<file path="config.mk">
export PLATFORM = sky130hd
export DESIGN_NAME = exc_seq_top
export DESIGN_NICKNAME = d
export VERILOG_FILES = /design/src/rtl/exc_seq_pkg.sv /design/src/rtl/exc_align_chk.sv /design/src/rtl/exc_seq_fsm.sv /design/src/rtl/exc_ctx_regs.sv /design/src/rtl/exc_seq_top.sv
export SDC_FILE = /design/constraint.sdc
export NUM_CORES = 1
export LEC_CHECK = 0
export BUFFER_PORTS_ARGS = -buffer_cell sky130_fd_sc_hd__buf_2
export CAP_MARGIN = 30
export CORE_AREA = 2 2 137 99
export CTS_CLUSTER_SIZE = 40
export DETAILED_ROUTE_END_ITERATION = 10
export DIE_AREA = 0 0 139 101
export PLACE_DENSITY = 0.69
export SLEW_MARGIN = 10
export SYNTH_ARGS = -nofsm -noshare
export SYNTH_HDL_FRONTEND = slang
export SYNTH_HIERARCHICAL = 1
export SYNTH_SLANG_ARGS = --single-unit
</file>
<file path="constraint.sdc">
create_clock -name clk -period 2.62 [get_ports clk]
set_clock_uncertainty 0.05 [all_clocks]
set_input_delay 0.262 -clock clk [delete_from_list [all_inputs] [get_ports clk]]
set_output_delay 0.262 -clock clk [all_outputs]
set_load 0.02 [all_outputs]
</file>
<file path="src/rtl/exc_seq_pkg.sv">
`timescale 1ns/1ps
package exc_seq_pkg;
  localparam int unsigned WORD_W = 16;
  typedef logic [WORD_W-1:0] word_t;

  typedef enum logic [1:0] {
    ST_FETCH = 2'd0,
    ST_RUN   = 2'd1,
    ST_ENTRY = 2'd2
  } seq_state_e;

  typedef enum logic [3:0] {
    OP_NONE    = 4'd0,
    OP_RETURN  = 4'd1,
    OP_GET_PC  = 4'd2,
    OP_SET_PC  = 4'd3,
    OP_GET_SR  = 4'd4,
    OP_SET_SR  = 4'd5,
    OP_GET_USR = 4'd6,
    OP_SET_USR = 4'd7,
    OP_GET_NUM = 4'd8,
    OP_SET_NUM = 4'd9
  } ctx_op_e;

  localparam word_t NUM_UNALIGNED = word_t'(2);
  localparam word_t NUM_BAD_OP    = word_t'(3);

  function automatic word_t vector_addr(word_t base, word_t num);
    return base + num;
  endfunction

  function automatic word_t return_pc(word_t pc, int unsigned rewind);
    return pc - word_t'(rewind);
  endfunction

  function automatic word_t strip_enables(word_t sr, int unsigned nbits);
    word_t mask;
    mask = word_t'((1 << nbits) - 1);
    return sr & ~mask;
  endfunction

  function automatic logic is_misaligned(logic wide, word_t addr);
    return wide & addr[0];
  endfunction
endpackage

</file>
<file path="src/rtl/exc_align_chk.sv">
`timescale 1ns/1ps
module exc_align_chk
  import exc_seq_pkg::*;
(
  input  logic  mem_valid,
  input  logic  mem_wide,
  input  word_t mem_addr,
  output logic  misalign
);
  assign misalign = mem_valid & is_misaligned(mem_wide, mem_addr);
endmodule

</file>
<file path="src/rtl/exc_seq_fsm.sv">
`timescale 1ns/1ps
module exc_seq_fsm
  import exc_seq_pkg::*;
(
  input  logic       clk,
  input  logic       rst_n,
  input  logic       run_valid,
  input  logic       misalign,
  input  logic       trap_req,
  input  logic       bad_op,
  input  logic       ret_op,
  input  logic       pc_written,
  output seq_state_e state,
  output logic       take_mem,
  output logic       take_trap,
  output logic       take_bad,
  output logic       raise_ev,
  output logic       commit_ev,
  output logic       enter_ev
);
  seq_state_e state_nx;
  logic       active;

  assign active    = (state == ST_RUN) && run_valid;
  assign take_mem  = active && misalign;
  assign take_trap = active && !misalign && trap_req;
  assign take_bad  = active && !misalign && !trap_req && bad_op;
  assign raise_ev  = take_mem | take_trap | take_bad;
  assign commit_ev = active && !raise_ev;
  assign enter_ev  = (state == ST_ENTRY);

  always_comb begin
    state_nx = state;
    unique case (state)
      ST_FETCH: state_nx = ST_RUN;
      ST_RUN: begin
        if (raise_ev)                              state_nx = ST_ENTRY;
        else if (commit_ev && (ret_op || pc_written)) state_nx = ST_FETCH;
      end
      ST_ENTRY: state_nx = ST_FETCH;
      default:  state_nx = ST_FETCH;
    endcase
  end

  always_ff @(posedge clk) begin
    if (!rst_n) state <= ST_FETCH;
    else        state <= state_nx;
  end

  assert_fetch_one_cycle_R2: assert property (@(posedge clk) disable iff (!rst_n)
    (state == ST_FETCH) |=> (state == ST_RUN));
  assert_entry_to_fetch_R4: assert property (@(posedge clk) disable iff (!rst_n)
    (state == ST_ENTRY) |=> (state == ST_FETCH));
  assert_raise_enters_R6: assert property (@(posedge clk) disable iff (!rst_n)
    raise_ev |=> (state == ST_ENTRY));
  assert_refetch_R8: assert property (@(posedge clk) disable iff (!rst_n)
    (commit_ev && pc_written) |=> (state == ST_FETCH));
  assert_idle_holds_R11: assert property (@(posedge clk) disable iff (!rst_n)
    (state == ST_RUN && !run_valid) |=> (state == ST_RUN));
  assert_mem_wins_R10: assert property (@(posedge clk) disable iff (!rst_n)
    take_mem |-> (!commit_ev && !take_trap && !take_bad));
endmodule

</file>
<file path="src/rtl/exc_ctx_regs.sv">
`timescale 1ns/1ps
module exc_ctx_regs
  import exc_seq_pkg::*;
#(
  parameter int unsigned PC_REWIND = 2
) (
  input  logic    clk,
  input  logic    rst_n,
  input  logic    commit_ev,
  input  logic    enter_ev,
  input  logic    take_mem,
  input  logic    take_trap,
  input  logic    take_bad,
  input  ctx_op_e op,
  input  word_t   wdata,
  input  word_t   trap_num,
  input  word_t   pc_cur,
  input  word_t   sr_cur,
  output word_t   saved_pc,
  output word_t   saved_sr,
  output word_t   saved_usr,
  output word_t   saved_num,
  output word_t   rdata,
  output logic    get_ev
);
  always_comb begin
    rdata  = '0;
    get_ev = 1'b0;
    case (op)
      OP_GET_PC:  begin rdata = saved_pc;  get_ev = 1'b1; end
      OP_GET_SR:  begin rdata = saved_sr;  get_ev = 1'b1; end
      OP_GET_USR: begin rdata = saved_usr; get_ev = 1'b1; end
      OP_GET_NUM: begin rdata = saved_num; get_ev = 1'b1; end
      OP_RETURN:  rdata = saved_usr;
      default:    rdata = '0;
    endcase
  end

  always_ff @(posedge clk) begin
    if (!rst_n) begin
      saved_pc  <= '0;
      saved_sr  <= '0;
      saved_usr <= '0;
      saved_num <= '0;
    end else begin
      if (take_mem)       saved_num <= NUM_UNALIGNED;
      else if (take_trap) saved_num <= trap_num;
      else if (take_bad)  saved_num <= NUM_BAD_OP;
      if (enter_ev) begin
        saved_pc <= return_pc(pc_cur, PC_REWIND);
        saved_sr <= sr_cur;
      end
      if (commit_ev) begin
        case (op)
          OP_SET_PC:  saved_pc  <= wdata;
          OP_SET_SR:  saved_sr  <= wdata;
          OP_SET_USR: saved_usr <= wdata;
          OP_SET_NUM: saved_num <= wdata;
          default: ;
        endcase
      end
    end
  end

  assert_entry_saves_R5: assert property (@(posedge clk) disable iff (!rst_n)
    enter_ev |=> (saved_pc == return_pc($past(pc_cur), PC_REWIND)) && (saved_sr == $past(sr_cur)));
  assert_unaligned_num_R3: assert property (@(posedge clk) disable iff (!rst_n)
    take_mem |=> (saved_num == NUM_UNALIGNED));
  assert_set_num_R9: assert property (@(posedge clk) disable iff (!rst_n)
    (commit_ev && op == OP_SET_NUM) |=> (saved_num == $past(wdata)));
  assert_ctx_quiet_R11: assert property (@(posedge clk) disable iff (!rst_n)
    (!commit_ev && !enter_ev && !take_mem && !take_trap && !take_bad) |=>
      ($stable(saved_pc) && $stable(saved_sr) && $stable(saved_usr) && $stable(saved_num)));
endmodule

</file>
<file path="src/rtl/exc_seq_top.sv">
`timescale 1ns/1ps
module exc_seq_top
  import exc_seq_pkg::*;
#(
  parameter int unsigned PC_REWIND = 2,
  parameter int unsigned IE_BITS   = 2
) (
  input  logic        clk,
  input  logic        rst_n,
  input  logic [15:0] vec_base,
  input  logic [15:0] pc_cur,
  input  logic [15:0] sr_cur,
  input  logic        run_valid,
  input  logic [3:0]  ctx_op,
  input  logic [15:0] ctx_wdata,
  input  logic        trap_req,
  input  logic [15:0] trap_num,
  input  logic        bad_op,
  input  logic        pc_written,
  input  logic        mem_valid,
  input  logic        mem_wide,
  input  logic [15:0] mem_addr,
  input  logic [15:0] vec_data,
  output logic [1:0]  state_o,
  output logic        fetch_req,
  output logic        vec_rd,
  output logic [15:0] vec_addr,
  output logic        pc_we,
  output logic [15:0] pc_wdata,
  output logic        sr_we,
  output logic [15:0] sr_wdata,
  output logic        reg_we,
  output logic [15:0] reg_wdata,
  output logic        mem_force_ones
);
  seq_state_e state;
  ctx_op_e    op;
  logic       misalign, take_mem, take_trap, take_bad, raise_ev, commit_ev, enter_ev;
  logic       ret_op, ret_ev, get_ev;
  word_t      saved_pc, saved_sr, saved_usr, saved_num, ctx_rdata;

  assign op     = ctx_op_e'(ctx_op);
  assign ret_op = (op == OP_RETURN);
  assign ret_ev = commit_ev && ret_op;

  exc_align_chk align_i (
    .mem_valid (mem_valid),
    .mem_wide  (mem_wide),
    .mem_addr  (mem_addr),
    .misalign  (misalign)
  );

  exc_seq_fsm fsm_i (
    .clk        (clk),
    .rst_n      (rst_n),
    .run_valid  (run_valid),
    .misalign   (misalign),
    .trap_req   (trap_req),
    .bad_op     (bad_op),
    .ret_op     (ret_op),
    .pc_written (pc_written),
    .state      (state),
    .take_mem   (take_mem),
    .take_trap  (take_trap),
    .take_bad   (take_bad),
    .raise_ev   (raise_ev),
    .commit_ev  (commit_ev),
    .enter_ev   (enter_ev)
  );

  exc_ctx_regs #(.PC_REWIND(PC_REWIND)) ctx_i (
    .clk       (clk),
    .rst_n     (rst_n),
    .commit_ev (commit_ev),
    .enter_ev  (enter_ev),
    .take_mem  (take_mem),
    .take_trap (take_trap),
    .take_bad  (take_bad),
    .op        (op),
    .wdata     (ctx_wdata),
    .trap_num  (trap_num),
    .pc_cur    (pc_cur),
    .sr_cur    (sr_cur),
    .saved_pc  (saved_pc),
    .saved_sr  (saved_sr),
    .saved_usr (saved_usr),
    .saved_num (saved_num),
    .rdata     (ctx_rdata),
    .get_ev    (get_ev)
  );

  assign state_o        = state;
  assign fetch_req      = (state == ST_FETCH);
  assign vec_rd         = enter_ev;
  assign vec_addr       = vector_addr(vec_base, saved_num);
  assign pc_we          = enter_ev | ret_ev;
  assign pc_wdata       = enter_ev ? vec_data : saved_pc;
  assign sr_we          = enter_ev | ret_ev;
  assign sr_wdata       = enter_ev ? strip_enables(sr_cur, IE_BITS) : saved_sr;
  assign reg_we         = ret_ev | (commit_ev && get_ev);
  assign reg_wdata      = ctx_rdata;
  assign mem_force_ones = misalign;

  assert_mem_blocks_writes_R10: assert property (@(posedge clk) disable iff (!rst_n)
    (misalign && state == ST_RUN && run_valid) |-> (!pc_we && !sr_we && !reg_we));
  assert_vector_load_R4: assert property (@(posedge clk) disable iff (!rst_n)
    vec_rd |-> (pc_we && sr_we && !reg_we));
  assert_return_refetch_R7: assert property (@(posedge clk) disable iff (!rst_n)
    ret_ev |=> (state == ST_FETCH));
  assert_fetch_alone_R2: assert property (@(posedge clk) disable iff (!rst_n)
    fetch_req |-> (!vec_rd && !pc_we && !reg_we));
endmodule

</file>
[Word level (Yosys, flattened, before mapping)]
Index checks and enable logic that the tools add are counted.
Widths: inputs -> output; s select.
Word-level totals
  bits of input ports: 124
  word-level logic and storage cells: 61
  output and inout port bits: 72
  flip-flop bits (word level): 66
Cells by class
  $add $sub $neg: 2
  eq/ne operators: 12
  bitwise logic cells: 6
  muxes and demuxes: 18
  reduce and logical (&&, ||, !) cells: 18
Operators with widths (count)
  $mux 16: 13
  $pmux 16 s4: 1
  $add 16x16->16: 1
  $eq 4x3->1 const B: 4
  $sub 16x2->16 const B: 1
  $logic_and 1x1->1: 10
  $eq 4x2->1 const B: 2
  $eq 4x4->1 const B: 2
  $eq 4x1->1 const B: 1
  $mux 2: 2
  $or 1x1->1: 4
  $pmux 2 s2: 1
  $reduce_or 4->1: 1
  $logic_not 1->1: 3
  $ne 3x2->1 const B: 1
  $and 1x1->1: 2
  $eq 2x1->1 const B: 1
  $eq 2x2->1 const B: 1
  $logic_not 2->1: 1
  $reduce_and 2->1: 1
  $reduce_or 2->1: 1
  $logic_or 1x1->1: 1
  $mux 1: 1

[Longest topological paths before layout]
  depth after elaboration: 13
  depth in mapped cells: 9
  depth with buffers taken out: 8

[Hierarchy]
Netlist, hierarchy kept.
Modules (own cells, without submodules)
  exc_ctx_regs: cells an instance 418, times used 1, sequential area each 1281.2 um^2, area an instance 3570.9 um^2
  exc_seq_top: cells an instance 145, times used 1, sequential area each 0.0 um^2, area an instance 1213.7 um^2
  exc_seq_fsm: cells an instance 16, times used 1, sequential area each 40.0 um^2, area an instance 166.4 um^2
  exc_align_chk: cells an instance 1, times used 1, sequential area each 0.0 um^2, area an instance 6.3 um^2

[Worst setup path after synthesis]
No wires, ideal clock.
  path type: input to register
  start point: in mem_valid
  end point: reg ctx_i.saved_pc[13]
  buffers on the path: 1
  library setup time: 0.121 ns
  slack: 0.358 ns
  arrival time: 2.092 ns
  cell stages on the path: 9
  required time: 2.449 ns
  cells stage by stage: and3_1 nor3_4 and2b_2 nand2_2 or4b_1 buf_2 and4b_1 a31oi_1 o21ai_1
Between the ends
  cells in the longest elaborated chain, start to end: 9
  elaborated cells between the ends (all ways): 12
  classes of those cells: mux: 1; bitwise: 3; reduce/logical: 8
Ends and longest elaborated chain
  from (decl): line exc_seq_top.sv:20  | input logic mem_valid,
  $and 1x1->1 *: line exc_align_chk.sv:10  | assign misalign = mem_valid & is_misaligned(mem_wide, mem_addr);
  $logic_not 1->1: line exc_seq_fsm.sv:26, exc_seq_fsm.sv:27
  $logic_and 1x1->1: line exc_seq_fsm.sv:26, exc_seq_fsm.sv:27
  $logic_and 1x1->1, on equally long branches: line exc_seq_fsm.sv:26, exc_seq_fsm.sv:27
  $or 1x1->1 or $logic_and 1x1->1 (tied branches): line exc_seq_fsm.sv:28, exc_seq_fsm.sv:27
  $or 1x1->1 *: line exc_seq_fsm.sv:28  | assign raise_ev = take_mem | take_trap | take_bad;
  $logic_not 1->1 *: line exc_seq_fsm.sv:29  | assign commit_ev = active && !raise_ev;
  $logic_and 1x1->1 *: line exc_seq_fsm.sv:29
  via commit_ev: line exc_seq_top.sv:38  | logic misalign, take_mem, take_trap, take_bad, raise_ev, commit_ev, enter_ev;
  $mux 16 *: line exc_ctx_regs.sv:53  | if (commit_ev) begin
  to (signal assigned): line exc_ctx_regs.sv:50  | saved_pc <= return_pc(pc_cur, PC_REWIND);
  to (signal assigned): line exc_ctx_regs.sv:55  | OP_SET_PC: saved_pc <= wdata;
  to (decl): line exc_ctx_regs.sv:19  | output word_t saved_pc,
The timed path passes the listed nets; every way through them passes the cells marked *.
A chain may end at the register's enable or synchronous reset.

[Final worst setup path]
  start point: reg ctx_i.saved_num[4]
  end point: out vec_addr[10]
Between the ends
  cells in the longest elaborated chain, start to end: 1
Ends and longest elaborated chain
  from (decl): line exc_ctx_regs.sv:22  | output word_t saved_num,
  from (signal assigned): line exc_ctx_regs.sv:47  | else if (take_trap) saved_num <= trap_num;
  from (signal assigned): line exc_ctx_regs.sv:58  | OP_SET_NUM: saved_num <= wdata;
  $add 16x16->16: line exc_seq_pkg.sv:29  | return base + num;
  to (decl): line exc_seq_top.sv:27  | output logic [15:0] vec_addr,
Every way passes these cells.

==> reports/results.tsv <==
stage	metric	value	unit
pwr	Pwr Density	439	nW/um^2
setup_path	critical path launch point type	flop	
pwr	Design Power	2.79	mW
sta	RSZ-0062 raised after global routing	yes	
min_path	hold crit path type	input pin to flop	
status	run status	finished, final reports clean	
job	MaxCap Viol Count	0	
drt	iteration count of the initial detailed-routing pass	7	
yosys	Synth Area per Inst	8.56	sq um
grt	global route overflow	0	
floorplanning	Die Wd	139	um
place	gpl congestion	0.878	
setup_path	CP Class	flop to output pin	
final_layout	storage element area	1320	sq um
clock_tree	H-Tree Depth	3	
setup_path	reg-to-reg slack, setup	0.18	ns
final_layout	area growth from synthesis to layout	28.5	%
place	Post-DP HPWL	11.4	mm
grt	pin count of the biggest net entering global routing	77	
floorplanning	io pins	196	
place	IO buf count	180	
grt	busiest layer in global routing	met2	
min_path	hold_sp	ctx_wdata[5]	
sta	Final min period	2.56	ns
grt	GRT Resource Usage Total	0.207	
yosys	Cell Area, Synth	4950	sq um
final_layout	fraction of layout cells with a size suffix above 1	0.381	
pwr	Static Leak	3.17	nW
clock_tree	Num CTS Buffers	9	
grt	met2 Usage GRT	0.333	
floorplanning	die height	101	um
clock_tree	TritonCTS clock tree	yes	
grt	first-pass GRT wire length	23.2	mm
setup_path	Slowest cell on crit path	dfxtp_1	
sta	Slew @ Worst Pin	0.504	ns
setup_path	crit path DAT	2.25	ns
place	pre-CTS setup slack	0.149	ns
grt	vias in the first global route	4497	
sta	Final Slew Violations	0	
sta	Fmax	0.391	GHz
drt	drt total wl	15.0	mm
yosys	Post-Synthesis Cells	579	
yosys	post-synth net total	720	
setup_path	CP startpoint	ctx_i/saved_num[4]	
clock_tree	Worst-Skew Late Latency	0.32	ns
floorplanning	number of cell rows	35	
setup_path	critical-path cell list	ha_2 -> a211o_1 -> a31oi_4 -> o21ba_4 -> o21ai_1 -> xor2_1 -> buf_4	
sta	Slew headroom	0.661	
grt	met1 layer usage reported by global route	0.286	
setup_path	highest net fanout along the worst path	6	
sta	crit share post-route	0.976	
setup_path	Reg-to-Reg Start	fsm_i/state[0]	
setup_path	slowest cell delay on critical path	0.40	ns
grt	grt met3 use	0.0480	
floorplanning	die area	14000	sq um
sta	final hold slack	0.177	ns
place	DP Area	6000	sq um
drt	Vias/cell	5.41	
clock_tree	CTS root buf	clkbuf_16	
sta	# setup viols final	0	
drt	Final ANT Viol Nets	0	
sta	Setup WS post-layout	0.0616	ns
setup_path	Critical Path RT	2.31	ns
floorplanning	starting density of the core	0.387	
yosys	yosys warns	6	
drt	wire per inst	16.5	um
final_layout	Filler cells	1242	
setup_path	Worst setup EP type	output pin	
drt	vias	4932	
final_layout	cell area after layout	6360	sq um
final_layout	Multi-input gate area	3440	sq um
clock_tree	clock-pin slew of the registers on the worst-case setup and hold paths	0.05	ns
pwr	Max IR drop VDD	0.298	mV
clock_tree	Clock Path Buffers	2	
final_layout	fin nets	881	
clock_tree	# clock sinks	66	
final_layout	antenna fix cells	0	
floorplanning	Core ar.	12800	sq um
sta	Fin. Hold Viols	0	
grt	initial antenna violation count	0	
drt	1st-iter DRT viols	349	
drt	DRC	0	
[worst paths after layout]
| check | to | cells past startpoint |
|---|---|---|
| min reg2reg | ctx_i/saved_usr[6] | 2 |
| max | vec_addr[10] | 7 |
| max reg2reg | ctx_i/saved_pc[15] | 8 |
| min | ctx_i/saved_pc[5] | 3 |
[layout by cell type, fill, tap and decap left out, types with 10 or more instances in the layout]
master	n
o21ai_0	10
nand3_1	15
ha_1	12
a222oi_1	16
buf_2	179
a21oi_1	50
nor3b_1	14
nand2_1	68
mux2_2	30
mux2i_1	38
nor2b_1	34
dfxtp_1	65
xnor2_1	14
nor3_1	21
xor2_1	10
buf_4	17
o211a_1	18
nor2_1	12
[final cells by class]
cell class | instances | share of cell area
Clock buffer | 11 | 0.0397
Clock inverter | 5 | 0.00826
Inverter | 7 | 0.00413
Multi-Input combinational cell | 458 | 0.540
Sequential cell | 66 | 0.208
Tap cell | 166 | 0.0326
Timing Repair Buffer | 198 | 0.167
[critical path, delay by kind of cell, from the launching register on]
family	cells	cell delay [ns]
DFF	1	0.40
buffers and inverters	1	0.16
AOI/OAI and AO/OA	4	0.84
adders and majority gates	1	0.37
xor gates and xnor gates	1	0.16
[timing repair]
action / 4_1_cts / 5_1_grt
setup buffers: 1 / 1
pin swaps: 1 / 2
endpoints found under the hold margin: 0 / 0
setup endpoints to repair: 4 / 8
hold buffers: 0 / 0
resized for setup: 5 / 7
gates cloned: 0 / 0
[per-layer routing]
metal / part of all wire / vias to the layer above
met4: 0.0069 / 0
met5: 0 / -
met1: 0.47 / 2269
li1: - / 2455
met2: 0.45 / 199
met3: 0.072 / 9
[stage by stage]
step	setup TNS, ns	utilization	std cells
floorplan	0	-	579
global placement	0	0.468	891
detailed placement	0	0.469	893
CTS	0	0.495	910
global route	-0.109	0.498	911
finish	0	0.498	911
[power by group]
group | switching, mW | leakage, nW | internal (mW)
Combinational | 0.308 | 2.49 | 0.230
Sequential | 0.0233 | 0.534 | 1.02
Clock | 0.425 | 0.151 | 0.782
Total | 0.756 | 3.17 | 2.04
[flip-flops by register name, summed over array words and instances (netlist names)]
register	count
ctx_i/saved_num	16
ctx_i/saved_pc	16
ctx_i/saved_sr	16
ctx_i/saved_usr	16
fsm_i/state	2
Note: power is estimated with default switching activity, not from simulation.
